## config.mk

```make
export PLATFORM = sky130hd
export DESIGN_NAME = rec_buf_ctrl
export DESIGN_NICKNAME = d
export VERILOG_FILES = /design/src/rtl/rbc_pkg.sv /design/src/rtl/rbc_regs.sv /design/src/rtl/rbc_burst_plan.sv /design/src/rtl/rec_buf_ctrl.sv
export SDC_FILE = /design/constraint.sdc
export NUM_CORES = 1
export LEC_CHECK = 0
export BUFFER_PORTS_ARGS = -buffer_cell sky130_fd_sc_hd__clkbuf_2
export CAP_MARGIN = 10
export CORE_MARGIN = 2
export CORE_UTILIZATION = 31
export DETAILED_ROUTE_END_ITERATION = 10
export GPL_ROUTABILITY_DRIVEN = 0
export GPL_TIMING_DRIVEN = 0
export PLACE_DENSITY = 0.65
export SYNTH_ARGS = -nofsm -noshare
export SYNTH_HDL_FRONTEND = slang
export SYNTH_SLANG_ARGS = --single-unit
```

## constraint.sdc

```tcl
create_clock -name clk -period 12.6 [get_ports clk]
set_clock_uncertainty 0.1 [all_clocks]
set_input_delay 1.26 -clock clk [delete_from_list [all_inputs] [get_ports clk]]
set_output_delay 1.26 -clock clk [all_outputs]
set_load 0.01 [all_outputs]
```

## src/rtl/rbc_pkg.sv

```systemverilog
`timescale 1ns/1ps
package rbc_pkg;

    typedef enum logic [1:0] {
        ST_IDLE,
        ST_REQ,
        ST_DATA,
        ST_RESP
    } rbc_state_e;

    localparam logic [1:0] REG_BASE = 2'd0;
    localparam logic [1:0] REG_SIZE = 2'd1;
    localparam logic [1:0] REG_CTRL = 2'd2;

endpackage

```

## src/rtl/rbc_regs.sv

```systemverilog
`timescale 1ns/1ps
module rbc_regs #(
    parameter int REG_W  = 32,
    parameter int ADDR_W = 14
) (
    input  logic              clk,
    input  logic              rst_n,
    input  logic              wr_en,
    input  logic [1:0]        wr_addr,
    input  logic [REG_W-1:0]  wr_data,
    input  logic [1:0]        rd_addr,
    input  logic [ADDR_W:0]   fill_bytes,
    output logic [ADDR_W-1:0] base_o,
    output logic [ADDR_W:0]   size_o,
    output logic              restart_o,
    output logic [REG_W-1:0]  rd_data
);
    import rbc_pkg::*;

    typedef struct packed {
        logic [ADDR_W-1:0] base;
        logic [ADDR_W:0]   size;
    } shadow_t;

    shadow_t sh_d, sh_q;
    logic    unused_hi;

    assign unused_hi = ^wr_data[REG_W-1:ADDR_W+1];

    always_comb begin
        sh_d = sh_q;
        if (wr_en) begin
            case (wr_addr)
                REG_BASE: sh_d.base = wr_data[ADDR_W-1:0];
                REG_SIZE: sh_d.size = wr_data[ADDR_W:0];
                default:  ;
            endcase
        end
    end

    always_ff @(posedge clk) begin
        if (!rst_n) sh_q <= '0;
        else        sh_q <= sh_d;
    end

    assign base_o    = sh_q.base;
    assign size_o    = sh_q.size;
    assign restart_o = wr_en && (wr_addr == REG_CTRL) && wr_data[0];

    always_comb begin
        case (rd_addr)
            REG_BASE: rd_data = REG_W'(sh_q.base);
            REG_SIZE: rd_data = REG_W'(sh_q.size);
            REG_CTRL: rd_data = REG_W'(fill_bytes);
            default:  rd_data = '0;
        endcase
    end

endmodule

```

## src/rtl/rbc_burst_plan.sv

```systemverilog
`timescale 1ns/1ps
module rbc_burst_plan #(
    parameter int ADDR_W    = 14,
    parameter int WB_LG     = 3,
    parameter int PAGE_LG   = 12,
    parameter int MAX_BURST = 8,
    parameter int CNT_W     = 12,
    parameter int LEN_W     = 4
) (
    input  logic [ADDR_W-1:0] addr,
    input  logic [CNT_W-1:0]  remain,
    output logic [LEN_W-1:0]  len
);
    localparam int CMP_W = CNT_W + PAGE_LG + LEN_W;

    logic [CMP_W-1:0] pg_w, rem_w, cap_w, m1, m2;

    generate
        if (ADDR_W > PAGE_LG) begin : g_paged
            logic [PAGE_LG:0] pg_bytes;
            logic             unused_top;
            assign unused_top = ^addr[ADDR_W-1:PAGE_LG];
            assign pg_bytes   = {1'b1, {PAGE_LG{1'b0}}} - {1'b0, addr[PAGE_LG-1:0]};
            assign pg_w       = CMP_W'(pg_bytes >> WB_LG);
        end else begin : g_flat
            logic unused_addr;
            assign unused_addr = ^addr;
            assign pg_w        = {CMP_W{1'b1}};
        end
    endgenerate

    always_comb begin
        rem_w = CMP_W'(remain);
        cap_w = CMP_W'(MAX_BURST);
        m1    = (pg_w < rem_w) ? pg_w : rem_w;
        m2    = (m1 < cap_w) ? m1 : cap_w;
        len   = LEN_W'(m2);
    end

endmodule

```

## src/rtl/rec_buf_ctrl.sv

```systemverilog
`timescale 1ns/1ps
module rec_buf_ctrl #(
    parameter int DATA_W     = 64,
    parameter int ADDR_W     = 14,
    parameter int MAX_BURST  = 8,
    parameter int PAGE_BYTES = 4096,
    parameter int REG_W      = 32,
    localparam int LEN_W     = $clog2(MAX_BURST + 1)
) (
    input  logic              clk,
    input  logic              rst_n,
    input  logic              reg_wr_en,
    input  logic [1:0]        reg_wr_addr,
    input  logic [REG_W-1:0]  reg_wr_data,
    input  logic [1:0]        reg_rd_addr,
    output logic [REG_W-1:0]  reg_rd_data,
    input  logic [DATA_W-1:0] in_data,
    input  logic              in_valid,
    output logic              in_ready,
    output logic              mw_req_valid,
    input  logic              mw_req_ready,
    output logic [ADDR_W-1:0] mw_req_addr,
    output logic [LEN_W-1:0]  mw_req_len,
    output logic              mw_dat_valid,
    input  logic              mw_dat_ready,
    output logic [DATA_W-1:0] mw_dat,
    output logic              mw_dat_last,
    input  logic              mw_resp_valid
);
    import rbc_pkg::*;

    localparam int WB      = DATA_W / 8;
    localparam int WB_LG   = $clog2(WB);
    localparam int PAGE_LG = $clog2(PAGE_BYTES);
    localparam int CNT_W   = ADDR_W - WB_LG + 1;
    localparam int SZ_W    = ADDR_W + 1;

    typedef struct packed {
        rbc_state_e        state;
        logic              armed;
        logic              pend;
        logic [ADDR_W-1:0] base_a;
        logic [CNT_W-1:0]  region_w;
        logic [CNT_W-1:0]  fill_w;
        logic [ADDR_W-1:0] req_addr;
        logic [LEN_W-1:0]  req_len;
        logic [LEN_W-1:0]  beats;
    } ctl_t;

    ctl_t st_d, st_q;

    logic [ADDR_W-1:0] base_sh;
    logic [SZ_W-1:0]   size_sh;
    logic              restart_req;
    logic [SZ_W-1:0]   fill_bytes;
    logic [CNT_W-1:0]  remain;
    logic [ADDR_W-1:0] cur_addr;
    logic [LEN_W-1:0]  plan_len;
    logic              unused_low;

    assign unused_low = ^{base_sh[WB_LG-1:0], size_sh[WB_LG-1:0]};

    rbc_regs #(.REG_W(REG_W), .ADDR_W(ADDR_W)) u_regs (
        .clk        (clk),
        .rst_n      (rst_n),
        .wr_en      (reg_wr_en),
        .wr_addr    (reg_wr_addr),
        .wr_data    (reg_wr_data),
        .rd_addr    (reg_rd_addr),
        .fill_bytes (fill_bytes),
        .base_o     (base_sh),
        .size_o     (size_sh),
        .restart_o  (restart_req),
        .rd_data    (reg_rd_data)
    );

    assign fill_bytes = {st_q.fill_w, {WB_LG{1'b0}}};
    assign remain     = st_q.region_w - st_q.fill_w;
    assign cur_addr   = st_q.base_a + fill_bytes[ADDR_W-1:0];

    rbc_burst_plan #(
        .ADDR_W    (ADDR_W),
        .WB_LG     (WB_LG),
        .PAGE_LG   (PAGE_LG),
        .MAX_BURST (MAX_BURST),
        .CNT_W     (CNT_W),
        .LEN_W     (LEN_W)
    ) u_plan (
        .addr   (cur_addr),
        .remain (remain),
        .len    (plan_len)
    );

    always_comb begin
        st_d = st_q;
        if (restart_req && (st_q.state != ST_IDLE)) st_d.pend = 1'b1;
        case (st_q.state)
            ST_IDLE: begin
                if (restart_req || st_q.pend) begin
                    st_d.base_a   = {base_sh[ADDR_W-1:WB_LG], {WB_LG{1'b0}}};
                    st_d.region_w = size_sh[SZ_W-1:WB_LG];
                    st_d.fill_w   = '0;
                    st_d.armed    = 1'b1;
                    st_d.pend     = 1'b0;
                end else if (st_q.armed && (remain != '0) && in_valid) begin
                    st_d.req_addr = cur_addr;
                    st_d.req_len  = plan_len;
                    st_d.state    = ST_REQ;
                end
            end
            ST_REQ: begin
                if (mw_req_ready) begin
                    st_d.beats = st_q.req_len;
                    st_d.state = ST_DATA;
                end
            end
            ST_DATA: begin
                if (in_valid && mw_dat_ready) begin
                    st_d.beats = st_q.beats - 1'b1;
                    if (st_q.beats == LEN_W'(1)) st_d.state = ST_RESP;
                end
            end
            ST_RESP: begin
                if (mw_resp_valid) begin
                    st_d.fill_w = st_q.fill_w + CNT_W'(st_q.req_len);
                    st_d.state  = ST_IDLE;
                end
            end
            default: st_d.state = ST_IDLE;
        endcase
    end

    always_ff @(posedge clk) begin
        if (!rst_n) begin
            st_q       <= '0;
            st_q.state <= ST_IDLE;
        end else begin
            st_q <= st_d;
        end
    end

    assign mw_req_valid = (st_q.state == ST_REQ);
    assign mw_req_addr  = st_q.req_addr;
    assign mw_req_len   = st_q.req_len;
    assign mw_dat_valid = (st_q.state == ST_DATA) && in_valid;
    assign mw_dat       = in_data;
    assign mw_dat_last  = (st_q.beats == LEN_W'(1));
    assign in_ready     = (st_q.state == ST_DATA) && mw_dat_ready;

    logic [31:0] chk_pg_end;
    assign chk_pg_end = 32'(mw_req_addr % PAGE_BYTES) + 32'(mw_req_len) * 32'(WB);

    // request length within limits
    a_r4_len_bound: assert property (@(posedge clk) disable iff (!rst_n)
        mw_req_valid |-> (mw_req_len != '0) && (32'(mw_req_len) <= 32'(MAX_BURST)));

    // no burst crosses a page
    a_r4_no_page_cross: assert property (@(posedge clk) disable iff (!rst_n)
        mw_req_valid |-> (chk_pg_end <= 32'(PAGE_BYTES)));

    // no burst runs past the region end
    a_r4_in_region: assert property (@(posedge clk) disable iff (!rst_n)
        mw_req_valid |-> ((SZ_W)'(st_q.fill_w) + (SZ_W)'(mw_req_len) <= (SZ_W)'(st_q.region_w)));

    // full region holds off the input
    a_r6_full_stall: assert property (@(posedge clk) disable iff (!rst_n)
        (st_q.fill_w == st_q.region_w) |-> !in_ready);

    // accepting data leaves fullness untouched
    a_r5_fill_hold: assert property (@(posedge clk) disable iff (!rst_n)
        (st_q.state == ST_DATA) |=> $stable(st_q.fill_w));

    // a response adds exactly the burst length
    a_r5_fill_step: assert property (@(posedge clk) disable iff (!rst_n)
        (st_q.state == ST_RESP && mw_resp_valid) |=>
            (st_q.fill_w == $past(st_q.fill_w) + CNT_W'($past(st_q.req_len))));

    // request is held until taken
    a_r11_req_hold: assert property (@(posedge clk) disable iff (!rst_n)
        (mw_req_valid && !mw_req_ready) |=>
            (mw_req_valid && $stable(mw_req_addr) && $stable(mw_req_len)));

endmodule

```

==> qor.txt, run 1 <==
Max VDD drop: 115 uV
Minimum clock period: 4.55 ns
Standard-cell rows: 51
Crit Path Class: flop to flop
Post-place setup slack: 8.13 ns
Min-delay worst type: flop to flop
Ant diodes: 0
Seq. cell area: 1740 um2
H-tree levels: 3
Clock Tree Root: clkbuf_16
Hold Startpoint: u_regs.base_o[1]
Die width: 145 um
Syn Std Cell Area: 6120 um2
DP Wirelength: 12.6 mm
WL/cell: 13.2 um
Post-synth top area share: 0.285
Top cell type by total area after synthesis: dfxtp_1
Area Growth Syn to Fin: 20.9%
CTS sink cnt: 87
CP startpoint: fill_bytes[3]
Post-CTS sizing: 0
WHS Path Cells: 2
Worst endpoint required time: 12.79 ns
Least-Margin Pin Slew: 0.954 ns
Post-synth EDFFs: 0
Cells on worst reg2reg path: 16
FF-to-FF Start: fill_bytes[3]
Syn Inst Count: 779
Endpoints failing hold: 0
Core Area: 19400 um2
Pwr/cell area: 83.8 nW/um2
Yosys warnings: 0
Die H: 145 um
Seq/Total Area, Yosys: 0.285
Adder-cell area share of the yosys netlist: 0.0936
Clk pwr share: 0.413
Initial Util: 0.315
Max-slew violation count: 0
Die area: 20900 um2
Worst setup SP type: flop
Worst setup EP type: flop
Residual DRC: 0
Routed wire length: 15.8 mm
Count of cell types in the netlist: 69
F_max: 220 MHz
Number of setup buffers added after CTS: 0
DR vias: 5380
Synth Area in XOR/XNOR: 0.0501
Pre-antenna DRT Iters: 4
Crit share post-route: 0.361
Clk slew on worst S/H paths: 0.06 ns
Crit path max fanout: 8
PortBufs: 121
Simple-gate portion of the synthesized area: 0.191
Clk_lat worst skew: 0.36 ns
Post-route cell area: 7400 um2
First-pass GRT wire length: 24.7 mm
Drt via density: 4.49
Vias in the first global route: 4861
Detail Route Antenna Nets: 0
Synth top cells by count: 139 x nand2_1, 99 x buf_4, 87 x dfxtp_1
RSZ-0062 raised after global routing: false
I/O pins: 225
Placed cells: 1184
Post-synthesis mux area share: 0.0427
Number of buffers created by CTS: 9
Fin cells: 1199
Max-cap violation count: 0
Initial antenna violation count: 0
Initial detailed-routing violation count: 248
Area of placed instances: 7130 um2
Leak Pwr: 3.39 nW
Setup TNS Final: 0 ns
Switching share of power: 0.264
Area occupied by multi-input gates: 3460 um2
Cell with the most instances after synthesis: nand2_1
Outcome: completed
Clock Tree Buf Depth: 2
Hold Buf Count CTS: 0
Relative slew margins: 0.363
P_int: 0.456 mW
CTS tree: yes
Synth Register Bits: 87
Final number of setup-violating endpoints: 0
Final #Nets: 1081
Filler cells: 2067
Largest family of logic cells by synthesized area: simple AND/OR/NAND/NOR gates
Flop2flop setup slack: 8.05 ns
Share of cells above drive strength 1: 0.276
Synth Area in Compound Gates: 0.176
Arrival @ worst endpoint: 4.74 ns
Total global-route track usage: 0.151
Asr flop ratio synth: 0
Avg Inst Size Synth: 7.86 um2
Sequential share of power: 0.454
Combinational share of power: 0.133
Largest net degree at the start of global routing: 15
Main flop type after synthesis: dfxtp_1
Final setup margin: 8.05 ns
Synth area leaders: dfxtp_1 28%, buf_4 12%, nand2_1 8.5%, ha_1 8.4%, a21oi_1 6.4%
Psw: 0.164 mW
Grt ovf: 0
placed cells by master, fill, tap and decap left out, drive strengths merged, types with 6 or more instances in the layout:
cell type,n
conb,20
nand3,19
xnor2,21
and3,6
a21o,10
ha,41
mux2i,25
o21a,8
xor2,14
clkbuf,156
a21oi,78
dfxtp,87
o21ai,32
buf,104
nor2,56
nor3,10
inv,29
a211oi,6
nand2,139
through the flow:
| step | power, mW | util | hold slack [ns] |
|---|---|---|---|
| final | 0.620 | 0.382 | 0.357 |
| after global routing | 0.647 | 0.382 | 0.375 |
| after CTS | 0.627 | 0.382 | 0.361 |
| after detailed placement | 0.370 | 0.367 | 0.352 |
| after global placement | 0.369 | 0.367 | 0.343 |
| after floorplan | 0.344 | - | 0.332 |
worst paths after layout:
kind                                         end
worst min register to register  u_regs.base_o[1]
worst max register to register     mw_req_len[0]
worst max-delay path               mw_req_len[0]
worst min-delay path            u_regs.base_o[1]
cell type report:
cell class              instances  area share
flip-flops and latches         87       0.235
well taps                     265      0.0448
multi-input cells             555       0.468
clock buffers                  11      0.0328
inverters                      28      0.0142
clock inverters                 4     0.00406
plain buffers                 128       0.119
repair buffers                121      0.0818
registers in the layout, indices dropped and copies added (netlist names):
name / count
mw_req_len: 4
st_q: 31
u_regs.size_o: 15
mw_req_addr: 11
fill_bytes: 12
u_regs.base_o: 14
metal layers:
layer  wire length, um  vias to the layer above  share of wire  GRT usage
met5                 0                        -              0          0
met4               248                        0          0.016     0.0404
met3               915                       15          0.058     0.0377
met2              7340                      151           0.46      0.250
met1              7340                     2380           0.46      0.197
li1                  -                     2834              -          -
power by group through the flow:
stage                     logic (mW)  registers, mW  clock network (mW)
final                         0.0827          0.281               0.256
after global routing          0.0921          0.281               0.274
after CTS                     0.0831          0.281               0.263
after detailed placement      0.0829          0.287                   0
after global placement        0.0821          0.287                   0
after floorplan               0.0572          0.286                   0
worst max-delay path, stage by stage (launching register included):
cell and delay (ns):
dfxtp_1 0.39, ha_1 0.25, fa_1 0.42, xor2_1 0.24
or3_1 0.34, clkbuf_1 0.17, or3_1 0.48, nor3_1 0.27
xnor2_1 0.10, ha_1 0.34, and4_1 0.19, o21ai_0 0.09
a32oi_1 0.22, nand3_2 0.20, nor3_1 0.35, o211ai_2 0.17
o21ai_1 0.17
cells by family after synthesis:
| logic type | after synthesis |
|---|---|
| AND/OR/NAND/NOR | 262 |
| AO/OA/AOI/OAI | 168 |
| buffers and inverters | 156 |
| flip-flops | 87 |
| adder cells (fa/ha/maj) | 44 |
| XOR/XNOR | 35 |
| multiplexers | 26 |
| other | 1 |
Power figures use the tool's default switching activity.
==> inputs of run 2 (changes only) <==
--- a/config.mk
+++ b/config.mk
@@ -5,6 +5,7 @@
 export SDC_FILE = /design/constraint.sdc
 export NUM_CORES = 1
 export LEC_CHECK = 0
+export ABC_AREA = 1
 export BUFFER_PORTS_ARGS = -buffer_cell sky130_fd_sc_hd__clkbuf_2
 export CAP_MARGIN = 10
 export CORE_MARGIN = 2
==> constraint.sdc (replaced) <==
create_clock -name clk -period 4.4 [get_ports clk]
set_clock_uncertainty 0.1 [all_clocks]
set_input_delay 0.44 -clock clk [delete_from_list [all_inputs] [get_ports clk]]
set_output_delay 0.44 -clock clk [all_outputs]
set_load 0.01 [all_outputs]
==> run 2 against run 1 <==
Against the previous run: register-to-register slack worse by 7.5 ns; cell count increased by 15%; worst hold slack worse by 0.14 ns; sequential power increased to 3.2 times the previous value; sequential cell count did not move; combinational power grew to 19 times the previous value; die area is 3.7% higher; count of clock-buffer cells in the layout rose by 1; critical endpoint is now mw_req_len[2]; largest cell class unchanged.
==> qor.txt, run 2 <==
DR vias: 6122
Placed cells: 1366
Max-cap violation count: 0
Crit path max fanout: 7
Crit share post-route: 0.883
Die width: 147 um
Setup TNS Final: 0 ns
Seq. cell area: 1740 um2
RSZ-0062 raised after global routing: false
Syn Inst Count: 955
Worst setup SP type: flop
Routed wire length: 16.4 mm
PortBufs: 122
Pre-antenna DRT Iters: 5
Least-Margin Pin Slew: 0.913 ns
Worst setup EP type: flop
Commonest non-fill, non-tap cells in the layout: 182 x nand2_1, 139 x nor2_1, 122 x clkbuf_2
Post-CTS sizing: 0
Detail Route Antenna Nets: 0
Seq/Total Area, Yosys: 0.274
Area of placed instances: 7370 um2
Largest net degree at the start of global routing: 15
CTS tree: yes
Max VDD drop: 228 uV
Grt ovf: 0
Post-route cell area: 7660 um2
Yosys warnings: 0
CTS sink cnt: 87
Relative slew margins: 0.387
Main flop type after synthesis: dfxtp_1
Total global-route track usage: 0.150
Synth top cells by count: 182 x nand2_1, 139 x nor2_1, 115 x inv_1
Clock Tree Buf Depth: 2
Worst endpoint required time: 4.58 ns
WL/cell: 11.9 um
Ant diodes: 0
Die H: 147 um
Residual DRC: 0
Asr flop ratio synth: 0
Die area: 21700 um2
Number of buffers created by CTS: 9
Top reg by flops: st_q
Vias in the first global route: 5466
Min-delay worst type: input pin to flop
Clk slew on worst S/H paths: 0.06 ns
Initial Util: 0.315
Hold Buf Count CTS: 0
Initial antenna violation count: 0
Area occupied by multi-input gates: 3370 um2
Post-synth EDFFs: 0
H-tree levels: 3
Max reg flops: 31
Outcome: completed
Post-place setup slack: 0.529 ns
Initial detailed-routing violation count: 299
Final #Nets: 1258
Final number of setup-violating endpoints: 0
Clk_lat worst skew: 0.35 ns
DP Wirelength: 13.2 mm
Worst hold margin: 0.219 ns
Arrival @ worst endpoint: 4.07 ns
Utilization after layout: 0.380
Max-slew violation count: 0
Standard-cell rows: 52
Core Area: 20200 um2
Pwr/cell area: 424 nW/um2
Count of cell types in the netlist: 37
Commonest non-fill, non-tap cell in the layout: nand2_1
Synth area leaders: dfxtp_1 27%, buf_4 12%, nand2_1 11%, nor2_1 8.2%, ha_1 8.1%
First-pass GRT wire length: 26.4 mm
F_max: 257 MHz
Endpoints failing hold: 0
Crit Path Class: flop to flop
Filler cells: 2206
Syn Std Cell Area: 6350 um2
Fin cells: 1382
Number of setup buffers added after CTS: 0
Cell with the most instances after synthesis: nand2_1
Minimum clock period: 3.89 ns
Avg Inst Size Synth: 6.65 um2
Synth Register Bits: 87
Drt via density: 4.43
Top cell type by total area after synthesis: dfxtp_1
Leak Pwr: 4.07 nW
I/O pins: 225
Area Growth Syn to Fin: 20.5%
Clock Tree Root: clkbuf_16
Power, Total: 3.25 mW
Post-synth top area share: 0.274
Share of cells above drive strength 1: 0.254
Final setup margin: 0.514 ns
run 2: cells by family after synthesis:
| kind of cell | share of synthesized area |
|---|---|
| AO/OA/AOI/OAI | 0.127 |
| XOR/XNOR | 0.0165 |
| adder cells (fa/ha/maj) | 0.0902 |
| buffers and inverters | 0.206 |
| flip-flops | 0.274 |
| other | 0.000590 |
| AND/OR/NAND/NOR | 0.285 |
run 2: power by group:
part	total, mW	internal (mW)	switching, mW	leakage (nW)
Combinational	1.60	0.617	0.980	3.23
Sequential	0.901	0.845	0.0561	0.707
Clock	0.748	0.415	0.333	0.135
Total	3.25	1.88	1.37	4.07
run 2: worst max-delay path, cell delays in order, from the launching register on:
cell     delay [ns]
dfxtp_1        0.47
ha_1           0.30
fa_1           0.48
inv_1          0.09
ha_1           0.14
inv_1          0.05
nor2_2         0.16
nand3_1        0.14
nor2_1         0.15
nand3_1        0.08
nand2_1        0.11
inv_1          0.05
ha_1           0.28
nand2_1        0.08
nor2_1         0.05
nor3_1         0.14
nand2_1        0.08
nand2_1        0.06
nand2_1        0.07
nand3_1        0.21
nand2_1        0.08
inv_1          0.05
nand3_1        0.09
nand2_2        0.11
nand2_1        0.06
a21oi_1        0.12
run 2: layout make-up:
| class | count | share of cell area |
|---|---|---|
| buffer | 124 | 0.113 |
| multi-input combinational | 645 | 0.440 |
| inverter | 118 | 0.0582 |
| clock buffer | 12 | 0.0335 |
| clock inverter | 4 | 0.00376 |
| tap | 270 | 0.0441 |
| timing repair buffer | 122 | 0.0797 |
| sequential | 87 | 0.227 |
run 2: final timing paths:
check                  start           endpoint  slack, ns  cells past startpoint
max reg2reg    fill_bytes[3]      mw_req_len[2]       0.51                     25
max            fill_bytes[3]      mw_req_len[2]       0.51                     25
min reg2reg  mw_req_addr[12]    mw_req_addr[12]       0.37                      2
min          reg_wr_data[14]  u_regs.size_o[14]       0.22                      3
run 2: per-layer routing:
layer,track usage,part of all wire,up-vias
met4,0.0409,0.0098,0
met5,0,0,-
met2,0.254,0.46,190
li1,-,-,3212
met3,0.0255,0.059,14
met1,0.197,0.47,2706
==> inputs of run 3 (changes only) <==
--- a/config.mk
+++ b/config.mk
@@ -9,11 +9,11 @@
 export BUFFER_PORTS_ARGS = -buffer_cell sky130_fd_sc_hd__clkbuf_2
 export CAP_MARGIN = 10
 export CORE_MARGIN = 2
-export CORE_UTILIZATION = 31
+export CORE_UTILIZATION = 51
 export DETAILED_ROUTE_END_ITERATION = 10
 export GPL_ROUTABILITY_DRIVEN = 0
 export GPL_TIMING_DRIVEN = 0
-export PLACE_DENSITY = 0.65
+export PLACE_DENSITY = 0.93
 export SYNTH_ARGS = -nofsm -noshare
 export SYNTH_HDL_FRONTEND = slang
 export SYNTH_SLANG_ARGS = --single-unit
==> run 3 against run 2 <==
Against the previous run: sequential power grew 0.4%; via count is 5.5% higher; core utilization increased by 25 points; non-clock buffer count did not move; routed wire length up 1.2%; critical path depth unchanged; design area decreased by 1.5%; largest cell class unchanged; largest power group unchanged.
==> qor.txt, run 3 (same netlist as run 2, synthesis figures left out) <==
Max-cap violation count: 0
Worst setup SP type: flop
Final setup margin: 0.505 ns
Filler cells: 1080
Largest net degree at the start of global routing: 17
WL/cell: 13.0 um
Final #Nets: 1258
Die H: 116 um
Routed wire length: 16.6 mm
Placed cells: 1264
Least-Margin Pin Slew: 0.914 ns
CP peak stage delay: 0.48 ns
Post-CTS sizing: 0
Crit path max fanout: 7
Clk_lat worst skew: 0.35 ns
Area Growth Syn to Fin: 18.8%
Crit path top cell by count: nand2_1
Relative slew margins: 0.386
CTS sink cnt: 87
Residual DRC: 0
Ant diodes: 0
CP max stage cell: fa_1
M3 GR Usage: 0.0518
DP Wirelength: 12.9 mm
Outcome: completed
Max reg flops: 31
Min-delay worst type: input pin to flop
CP startpoint: fill_bytes[3]
Setup TNS Final: 0 ns
Global routing usage on met1: 0.289
PortBufs: 122
Die width: 116 um
Top reg by flops: st_q
Initial antenna violation count: 0
Crit Path Class: flop to flop
Minimum clock period: 3.89 ns
Core Area: 12100 um2
FF-to-FF Start: fill_bytes[3]
I/O pins: 225
RSZ-0062 raised after global routing: false
Max-slew violation count: 0
Hold Buf Count CTS: 0
Drt via density: 5.05
Grt ovf: 0
Share of cells above drive strength 1: 0.254
Post-place setup slack: 0.580 ns
Worst endpoint required time: 4.58 ns
Number of buffers created by CTS: 9
Hold Startpoint: reg_wr_data[14]
Total global-route track usage: 0.242
Fin cells: 1279
Clock Tree Root: clkbuf_16
H-tree levels: 3
Final number of setup-violating endpoints: 0
First-pass GRT wire length: 26.1 mm
Commonest non-fill, non-tap cells in the layout: 182 x nand2_1, 139 x nor2_1, 122 x clkbuf_2
Pre-antenna DRT Iters: 6
Leak Pwr: 4.08 nW
Crit-path leading delay family: simple AND/OR/NAND/NOR gates
Initial Util: 0.527
DR vias: 6460
CP bufs+invs: 4
Initial detailed-routing violation count: 519
Worst setup EP type: flop
Commonest non-fill, non-tap cell in the layout: nand2_1
Endpoints failing hold: 0
GR Util met2: 0.428
CTS tree: yes
Clock Tree Buf Depth: 2
Peak-usage layer in the global routing report: met2
Vias in the first global route: 5825
Arrival @ worst endpoint: 4.08 ns
Utilization after layout: 0.626
Die area: 13400 um2
Detail Route Antenna Nets: 0
F_max: 257 MHz
Clk slew on worst S/H paths: 0.07 ns
Pwr/cell area: 444 nW/um2
Crit share post-route: 0.885
Standard-cell rows: 40
Max VDD drop: 300 uV
Number of setup buffers added after CTS: 0
## run 3: final cells by class
| cell class | count | area, um2 | share of cell area |
|---|---|---|---|
| Inverter | 118 | 445 | 0.0590 |
| Timing Repair Buffer | 122 | 611 | 0.0809 |
| Tap cell | 168 | 210 | 0.0279 |
| Clock inverter | 6 | 76.3 | 0.0101 |
| Buffer | 124 | 866 | 0.115 |
| Sequential cell | 87 | 1740 | 0.231 |
| Clock buffer | 9 | 225 | 0.0298 |
| Multi-Input combinational cell | 645 | 3370 | 0.447 |
## run 3: per-layer routing
metal  vias up  wire [um]
met5         -          0
met2       360       8090
met3        43       1650
met1      2846       6420
li1       3211          -
met4         0        439
## run 3: worst paths after layout
check	to	cells after the start	slack, ns
max reg2reg	mw_req_len[1]	25	0.51
min	u_regs.size_o[14]	3	0.21
min reg2reg	mw_req_addr[4]	2	0.37
max	mw_req_len[1]	25	0.51
## run 3: power breakdown
| group | switching [mW] | internal (mW) |
|---|---|---|
| Sequential | 0.0601 | 0.845 |
| Clock | 0.350 | 0.448 |
| Combinational | 1.02 | 0.626 |
## run 3: worst register-to-register path: stages, from the launching register on
cell	delay, ns
dfxtp_1	0.45
ha_1	0.31
fa_1	0.48
inv_1	0.09
ha_1	0.14
inv_1	0.05
nor2_2	0.14
nand3_1	0.15
nor2_1	0.15
nand3_1	0.08
nand2_1	0.11
inv_1	0.06
ha_1	0.28
nand2_1	0.08
nor2_1	0.05
nor3_1	0.13
nand2_1	0.08
nand2_1	0.06
nand2_1	0.07
nand3_1	0.21
nand2_1	0.08
inv_1	0.06
nand3_1	0.11
nand2_2	0.12
nand2_1	0.07
a21oi_1	0.11
## run 3: metrics by stage
step | hold WS [ns] | power (mW) | cell area [um2]
global placement | 0.358 | 2.44 | 7240
floorplan | 0.336 | 2.15 | 6420
detailed placement | 0.366 | 2.51 | 7240
global route | 0.237 | 3.62 | 7550
CTS | 0.216 | 3.33 | 7550
finish | 0.210 | 3.35 | 7550
